File: src/rtl/eerd_pkg.sv
package eerd_pkg;

    typedef enum logic [2:0] {
        ST_IDLE,
        ST_RX_SEL,
        ST_ACK_SEL,
        ST_RX_WADDR,
        ST_ACK_WADDR,
        ST_SEND,
        ST_MACK,
        ST_IGNORE
    } rd_state_e;

    localparam logic [3:0] DEV_CODE = 4'b1010;

endpackage

File: src/rtl/eerd_line_mon.sv
module eerd_line_mon #(
    parameter int SYNC_STAGES = 2
) (
    input  logic clk,
    input  logic rst_n,
    input  logic scl_i,
    input  logic sda_i,
    output logic scl_lvl,
    output logic sda_lvl,
    output logic scl_rise,
    output logic scl_fall,
    output logic start_ev,
    output logic stop_ev
);

    logic [SYNC_STAGES-1:0] scl_sh;
    logic [SYNC_STAGES-1:0] sda_sh;
    logic                   scl_q;
    logic                   sda_q;

    always_ff @(posedge clk or negedge rst_n) begin
        if (!rst_n) begin
            scl_sh <= '1;
            sda_sh <= '1;
            scl_q  <= 1'b1;
            sda_q  <= 1'b1;
        end else begin
            scl_sh <= {scl_sh[SYNC_STAGES-2:0], scl_i};
            sda_sh <= {sda_sh[SYNC_STAGES-2:0], sda_i};
            scl_q  <= scl_sh[SYNC_STAGES-1];
            sda_q  <= sda_sh[SYNC_STAGES-1];
        end
    end

    assign scl_lvl  = scl_sh[SYNC_STAGES-1];
    assign sda_lvl  = sda_sh[SYNC_STAGES-1];
    assign scl_rise = scl_lvl & ~scl_q;
    assign scl_fall = ~scl_lvl & scl_q;
    assign start_ev = scl_lvl & scl_q & sda_q & ~sda_lvl;
    assign stop_ev  = scl_lvl & scl_q & ~sda_q & sda_lvl;

endmodule

File: src/rtl/eerd_sel_match.sv
module eerd_sel_match
    import eerd_pkg::*;
#(
    parameter bit PAGED = 1'b0
) (
    input  logic [7:0] sel_byte,
    input  logic [2:0] strap,
    output logic       hit,
    output logic       is_read,
    output logic       page_bit
);

    logic code_ok;
    assign code_ok = (sel_byte[7:4] == DEV_CODE);
    assign is_read = sel_byte[0];

    generate
        if (PAGED) begin : g_paged
            logic unused_strap0;
            assign unused_strap0 = strap[0];
            assign hit      = code_ok && (sel_byte[3:2] == strap[2:1]);
            assign page_bit = sel_byte[1];
        end else begin : g_flat
            assign hit      = code_ok && (sel_byte[3:1] == strap);
            assign page_bit = 1'b0;
        end
    endgenerate

endmodule

File: src/rtl/eerd_store.sv
module eerd_store #(
    parameter int DEPTH = 256,
    parameter int AW    = $clog2(DEPTH)
) (
    input  logic          clk,
    input  logic          fill_en,
    input  logic [AW-1:0] fill_addr,
    input  logic [7:0]    fill_data,
    input  logic [AW-1:0] rd_addr,
    output logic [7:0]    rd_data
);

    logic [7:0] cells [0:DEPTH-1];

    always_ff @(posedge clk) begin
        if (fill_en) begin
            cells[fill_addr] <= fill_data;
        end
    end

    assign rd_data = cells[rd_addr];

endmodule

File: src/rtl/eerd_seq_reader.sv
module eerd_seq_reader
    import eerd_pkg::*;
#(
    parameter int MEM_BYTES   = 256,
    parameter int SYNC_STAGES = 2,
    localparam int AW         = $clog2(MEM_BYTES)
) (
    input  logic          clk,
    input  logic          rst_n,
    input  logic          scl_i,
    input  logic          sda_i,
    input  logic [2:0]    strap,
    input  logic          fill_en,
    input  logic [AW-1:0] fill_addr,
    input  logic [7:0]    fill_data,
    output logic          sda_oe
);

    localparam bit PAGED = (MEM_BYTES > 256);

    rd_state_e     state, state_n;
    logic [7:0]    rx_sh;
    logic [7:0]    tx_sh;
    logic [2:0]    bit_cnt;
    logic          byte_done;
    logic          page_q;
    logic          m_nack;
    logic [AW-1:0] ptr;
    logic [AW-1:0] waddr_val;
    logic [7:0]    rd_data;

    logic scl_lvl, sda_lvl, scl_rise, scl_fall, start_ev, stop_ev;
    logic sel_hit, sel_rd, sel_page;

    eerd_line_mon #(.SYNC_STAGES(SYNC_STAGES)) u_line (
        .clk      (clk),
        .rst_n    (rst_n),
        .scl_i    (scl_i),
        .sda_i    (sda_i),
        .scl_lvl  (scl_lvl),
        .sda_lvl  (sda_lvl),
        .scl_rise (scl_rise),
        .scl_fall (scl_fall),
        .start_ev (start_ev),
        .stop_ev  (stop_ev)
    );

    eerd_sel_match #(.PAGED(PAGED)) u_sel (
        .sel_byte (rx_sh),
        .strap    (strap),
        .hit      (sel_hit),
        .is_read  (sel_rd),
        .page_bit (sel_page)
    );

    eerd_store #(.DEPTH(MEM_BYTES), .AW(AW)) u_store (
        .clk       (clk),
        .fill_en   (fill_en),
        .fill_addr (fill_addr),
        .fill_data (fill_data),
        .rd_addr   (ptr),
        .rd_data   (rd_data)
    );

    // Word-address byte joined with the page bit latched from the select.
    assign waddr_val = AW'({page_q, rx_sh});

    // Next-state decision
    always_comb begin
        state_n = state;
        if (stop_ev) begin
            state_n = ST_IDLE;
        end else if (start_ev) begin
            state_n = ST_RX_SEL;
        end else begin
            unique case (state)
                ST_IDLE: state_n = ST_IDLE;
                ST_RX_SEL: begin
                    if (scl_fall && byte_done)
                        state_n = sel_hit ? ST_ACK_SEL : ST_IGNORE;
                end
                ST_ACK_SEL: begin
                    if (scl_fall)
                        state_n = sel_rd ? ST_SEND : ST_RX_WADDR;
                end
                ST_RX_WADDR: begin
                    if (scl_fall && byte_done)
                        state_n = ST_ACK_WADDR;
                end
                ST_ACK_WADDR: begin
                    if (scl_fall)
                        state_n = ST_IGNORE;
                end
                ST_SEND: begin
                    if (scl_fall && (bit_cnt == 3'd7))
                        state_n = ST_MACK;
                end
                ST_MACK: begin
                    if (scl_fall)
                        state_n = m_nack ? ST_IGNORE : ST_SEND;
                end
                ST_IGNORE: state_n = ST_IGNORE;
            endcase
        end
    end

    // State register
    always_ff @(posedge clk or negedge rst_n) begin
        if (!rst_n) begin
            state <= ST_IDLE;
        end else begin
            state <= state_n;
        end
    end

    // Shift registers, bit counter and address pointer
    always_ff @(posedge clk or negedge rst_n) begin
        if (!rst_n) begin
            rx_sh     <= '0;
            tx_sh     <= '1;
            bit_cnt   <= '0;
            byte_done <= 1'b0;
            page_q    <= 1'b0;
            m_nack    <= 1'b1;
            ptr       <= '0;
        end else if (start_ev || stop_ev) begin
            bit_cnt   <= '0;
            byte_done <= 1'b0;
        end else begin
            unique case (state)
                ST_RX_SEL, ST_RX_WADDR: begin
                    if (scl_rise) begin
                        rx_sh   <= {rx_sh[6:0], sda_lvl};
                        bit_cnt <= bit_cnt + 1'b1;
                        if (bit_cnt == 3'd7)
                            byte_done <= 1'b1;
                    end else if (scl_fall && byte_done) begin
                        byte_done <= 1'b0;
                        if (state == ST_RX_WADDR) begin
                            ptr <= waddr_val;
                        end else if (sel_hit) begin
                            page_q <= sel_page;
                            if (PAGED && sel_rd)
                                ptr[AW-1] <= sel_page;
                        end
                    end
                end
                ST_ACK_SEL: begin
                    if (scl_fall && sel_rd) begin
                        tx_sh   <= rd_data;
                        bit_cnt <= '0;
                    end
                end
                ST_SEND: begin
                    if (scl_fall) begin
                        if (bit_cnt == 3'd7) begin
                            ptr     <= ptr + 1'b1;
                            bit_cnt <= '0;
                        end else begin
                            tx_sh   <= {tx_sh[6:0], 1'b1};
                            bit_cnt <= bit_cnt + 1'b1;
                        end
                    end
                end
                ST_MACK: begin
                    if (scl_rise)
                        m_nack <= sda_lvl;
                    else if (scl_fall && !m_nack)
                        tx_sh <= rd_data;
                end
                ST_IDLE, ST_ACK_WADDR, ST_IGNORE: begin
                end
            endcase
        end
    end

    // Output decode
    always_comb begin
        unique case (state)
            ST_ACK_SEL, ST_ACK_WADDR: sda_oe = 1'b1;
            ST_SEND:                  sda_oe = ~tx_sh[7];
            default:                  sda_oe = 1'b0;
        endcase
    end

    // a matching select is acknowledged right after the eighth bit
    p_sel_ack_r1: assert property (@(posedge clk) disable iff (!rst_n)
        (state == ST_RX_SEL && scl_fall && byte_done && sel_hit) |=> sda_oe);

    // nothing is driven while ignoring the transfer
    p_ignore_quiet_r2: assert property (@(posedge clk) disable iff (!rst_n)
        (state == ST_IGNORE) |-> !sda_oe);

    // pointer steps by one after each sent byte
    p_ptr_step_r4: assert property (@(posedge clk) disable iff (!rst_n)
        (state == ST_SEND && scl_fall && bit_cnt == 3'd7)
        |=> (ptr == AW'($past(ptr) + 1'b1)));

    // a NACK releases the line and ends the read
    p_nack_end_r5: assert property (@(posedge clk) disable iff (!rst_n)
        (state == ST_MACK && scl_fall && m_nack)
        |=> (state == ST_IGNORE && !sda_oe));

    // START restarts select reception from bit zero
    p_start_restart_r10: assert property (@(posedge clk) disable iff (!rst_n)
        start_ev |=> (state == ST_RX_SEL && bit_cnt == 3'd0 && !byte_done));

    // the pull-down only engages while SCL is low
    p_oe_rise_low_r11: assert property (@(posedge clk) disable iff (!rst_n)
        $rose(sda_oe) |-> !scl_lvl);

endmodule

File: config.mk
export PLATFORM = sky130hd
export DESIGN_NAME = eerd_seq_reader
export DESIGN_NICKNAME = d
export VERILOG_FILES = /design/src/rtl/eerd_pkg.sv /design/src/rtl/eerd_line_mon.sv /design/src/rtl/eerd_sel_match.sv /design/src/rtl/eerd_store.sv /design/src/rtl/eerd_seq_reader.sv
export SDC_FILE = /design/constraint.sdc
export NUM_CORES = 2
export LEC_CHECK = 0
export BUFFER_PORTS_ARGS = -buffer_cell sky130_fd_sc_hd__buf_2
export CORE_UTILIZATION = 33
export CTS_CLUSTER_DIAMETER = 120
export DETAILED_ROUTE_END_ITERATION = 8
export GPL_ROUTABILITY_DRIVEN = 0
export HOLD_SLACK_MARGIN = 0.05
export PLACE_DENSITY = 0.53
export SYNTH_ARGS = -nofsm -noshare
export SYNTH_HDL_FRONTEND = slang
export SYNTH_SLANG_ARGS = --single-unit
File: constraint.sdc
create_clock -name clk -period 5.8 [get_ports clk]
set_input_delay 0.58 -clock clk [delete_from_list [all_inputs] [get_ports clk]]
set_output_delay 0.58 -clock clk [all_outputs]
set_load 0.02 [all_outputs]
==> metrics.txt <==
final period utilization 72.8%; top_reg_cell synth edfxtp_1; drt wl/cell between 30 and 40 um; Worst Hold Class in2reg; H-tree depth 4; PwrDens 440 mW/mm^2; Die ar. 0.250 sq mm; # setup viols final 0; outcome finished, final reports clean; min cycle time layout 4.22 ns; synthesized instance count approximately 4000; synthesized area 0.0817 sq mm; first-pass GRT wire length 324000 um; Clock Latency Late Sink around 0.86 ns; synth unique cells 68; Total Power 40700 uW; Post-Route WL 232000 um; largest net degree at the start of global routing 170; Yosys warning total 0; register area share after synthesis 76.5%; Worst Setup Start Kind register; FP Rows 182; maximum VDD drop 419 uV; Setup CP Type reg2reg; CTS Buffer Depth 3; DP Cell Count 7122; net count after synthesis 4040; Overflow after GRT 0; Hold Buf Count CTS 3; vias between 40000 and 50000; GR Util All Layers between 10% and 20%; flop2flop setup slack 1.58 ns; CP endpoint kind register; largest area contributor in the netlist edfxtp_1; vias in the first global route roughly 40000; clk slew on worst S/H paths 0.06 ns; top post-synthesis cells by area edfxtp_1 75%, mux4_2 12%, mux2i_1 2.6%; multi-input logic area 0.0179 sq mm; clock skew 0.0362 ns; syn avg cell area 20.4 sq um; required time of the critical path 6.59 ns; number of synthesized flops with an enable pin 2048; Worst-Margin Slew 1.36 ns; Final nets approximately 4100; number of DRC markers in iteration 0 4684; I/O pin cnt 25; P&R area growth vs syn 13.2%; post-placement cell area 0.0858 sq mm; Initial Util 33.2%; RSZ-0062 raised after global routing false; filler cell count 22300; Num CTS Buffers 210; Fin Setup TNS 0 ns; Register Area approximately 0.062 sq mm; #FFs+latches synth 2086; CP max FO 33; P_leak 0.0278 uW; share of cells above drive strength 1 21.8%; DRC 0; pre-CTS setup slack roughly 1.6 ns; MaxCap Viol Count 0; die height 500 um; post_cts resized 0; Root Driver clkbuf_16; die width 500 um; Finished Layout Cells 7512; Worst Slack Setup Final 1.58 ns; Achievable Freq 237 MHz; final hold violation count 0; postcts setup bufs 0; slew margin rel. 8.87%; final slew viol count 0; vias per inst 5.46; antenna violations before repair 14; Post-synth ARST share 1.82%; Port-buffer cells 24; Data arrival, critical path 5.01 ns; Detailed Routing Iterations Pass 1 6; top-area cell type share of the netlist area 75.3%; Core Box Area ~0.25 sq mm; ANT nets after route 0; commonest non-fill, non-tap cell in the layout edfxtp_1; Sink Count 2086; DP HPWL roughly 140000 um; CTS tree built; Design Area, Final 0.0925 sq mm; most frequent cells in the layout 2048 x edfxtp_1, 450 x mux4_2, 298 x nor2_1, 212 x mux2i_1, 212 x clkbuf_16
[area by class of cell]
| cell class | count | share of cell area, % |
|---|---|---|
| clock inverters | 104 | 1.20 |
| inverters | 10 | 0.0433 |
| clock buffers | 277 | 6.00 |
| repair buffers | 140 | 1.43 |
| well taps | 3220 | 4.36 |
| diodes | 6 | 0.0162 |
| flip-flops and latches | 2086 | 67.6 |
| multi-input cells | 1669 | 19.4 |
[cell usage after synthesis (4+ instances only)]
cell,instances
o211ai_1,14
nand2b_1,17
and2_1,4
a211oi_1,20
nor2_1,301
nand4_1,18
mux4_2,450
a22o_1,11
nor2b_1,28
a221oi_1,26
nor3_1,14
nor4_1,7
xnor2_1,4
a221o_1,7
buf_4,24
o21ai_1,14
buf_2,66
o21ai_0,53
a311oi_1,6
o2111ai_1,8
nor3b_1,4
and3_1,9
clkbuf_1,110
o22ai_1,31
nand3b_1,4
a31oi_1,22
nand3_1,50
o22a_1,5
nand2_1,112
a22oi_1,44
buf_1,24
o221ai_1,21
buf_6,22
a2111oi_0,8
edfxtp_1,2048
a21oi_1,72
inv_1,10
a211o_1,4
dfrtp_1,23
dfstp_2,15
mux2i_1,212
mux2_2,29
[layer usage]
| layer | up-vias | track usage [%] | share of wire (%) |
|---|---|---|---|
| met5 | - | 0 | 0.013 |
| met4 | 6 | 5.66 | 2.9 |
| met3 | 331 | 4.02 | 7.5 |
| met2 | 1619 | 29.0 | 47 |
| met1 | 22200 | 25.4 | 42 |
| li1 | 16900 | - | - |
[cells by family after synthesis]
kind of cell / Yosys count / share of synthesized area (%)
flops: 2086 / 76.5
mux: 691 / 15.4
simple gates: 578 / 3.09
compound gates: 393 / 3.33
buf+inv: 258 / 1.63
xor+xnor: 4 / 0.0429
fa+ha+maj: 3 / 0.0460
[per-stage QoR]
step	utilization (%)	hold slack [ns]
6_report	37.6	0.321
5_1_grt	37.6	0.337
4_1_cts	37.6	0.306
3_5_place_dp	34.9	0.350
3_3_place_gp	34.9	0.350
2_1_floorplan	-	0.284
[flip-flops by register name, indices dropped and copies added (netlist names), 2 cells and up]
name,count
u_line.scl_sh,2
rx_sh,8
u_store.cells,2048
state,3
ptr,8
bit_cnt,3
u_line.sda_sh,2
tx_sh,8
[path summary, 6_finish.rpt]
check / from / endpoint / depth (start not counted)
setup / recovery: ptr[0] / tx_sh[6] / 9
hold / removal: fill_data[7] / u_store.cells[132][7] / 1
setup reg to reg: ptr[0] / tx_sh[6] / 9
hold reg to reg: u_line.scl_sh[0] / u_line.scl_sh[1] / 0
max in group asynchronous: rst_n / ptr[2] / 2
min in group asynchronous: rst_n / state[2] / 2
[worst max-delay path: stages, from the launching register on]
cell,delay [ns]
dfrtp_4,0.99
buf_4,0.40
buf_4,0.29
mux4_2,0.62
a22oi_1,0.16
a21oi_1,0.11
nor4_1,0.89
o31ai_1,0.26
nand3_1,0.29
a21oi_1,0.10
[power breakdown]
part	leakage, uW	total [uW]	switching [uW]	internal [uW]
combinational	0.00575	10200	6260	3940
sequential	0.0188	17200	480	16700
clock	0.00323	13300	5750	7530
total	0.0278	40700	12500	28200
No activity file was read; power rests on OpenSTA's default activity.
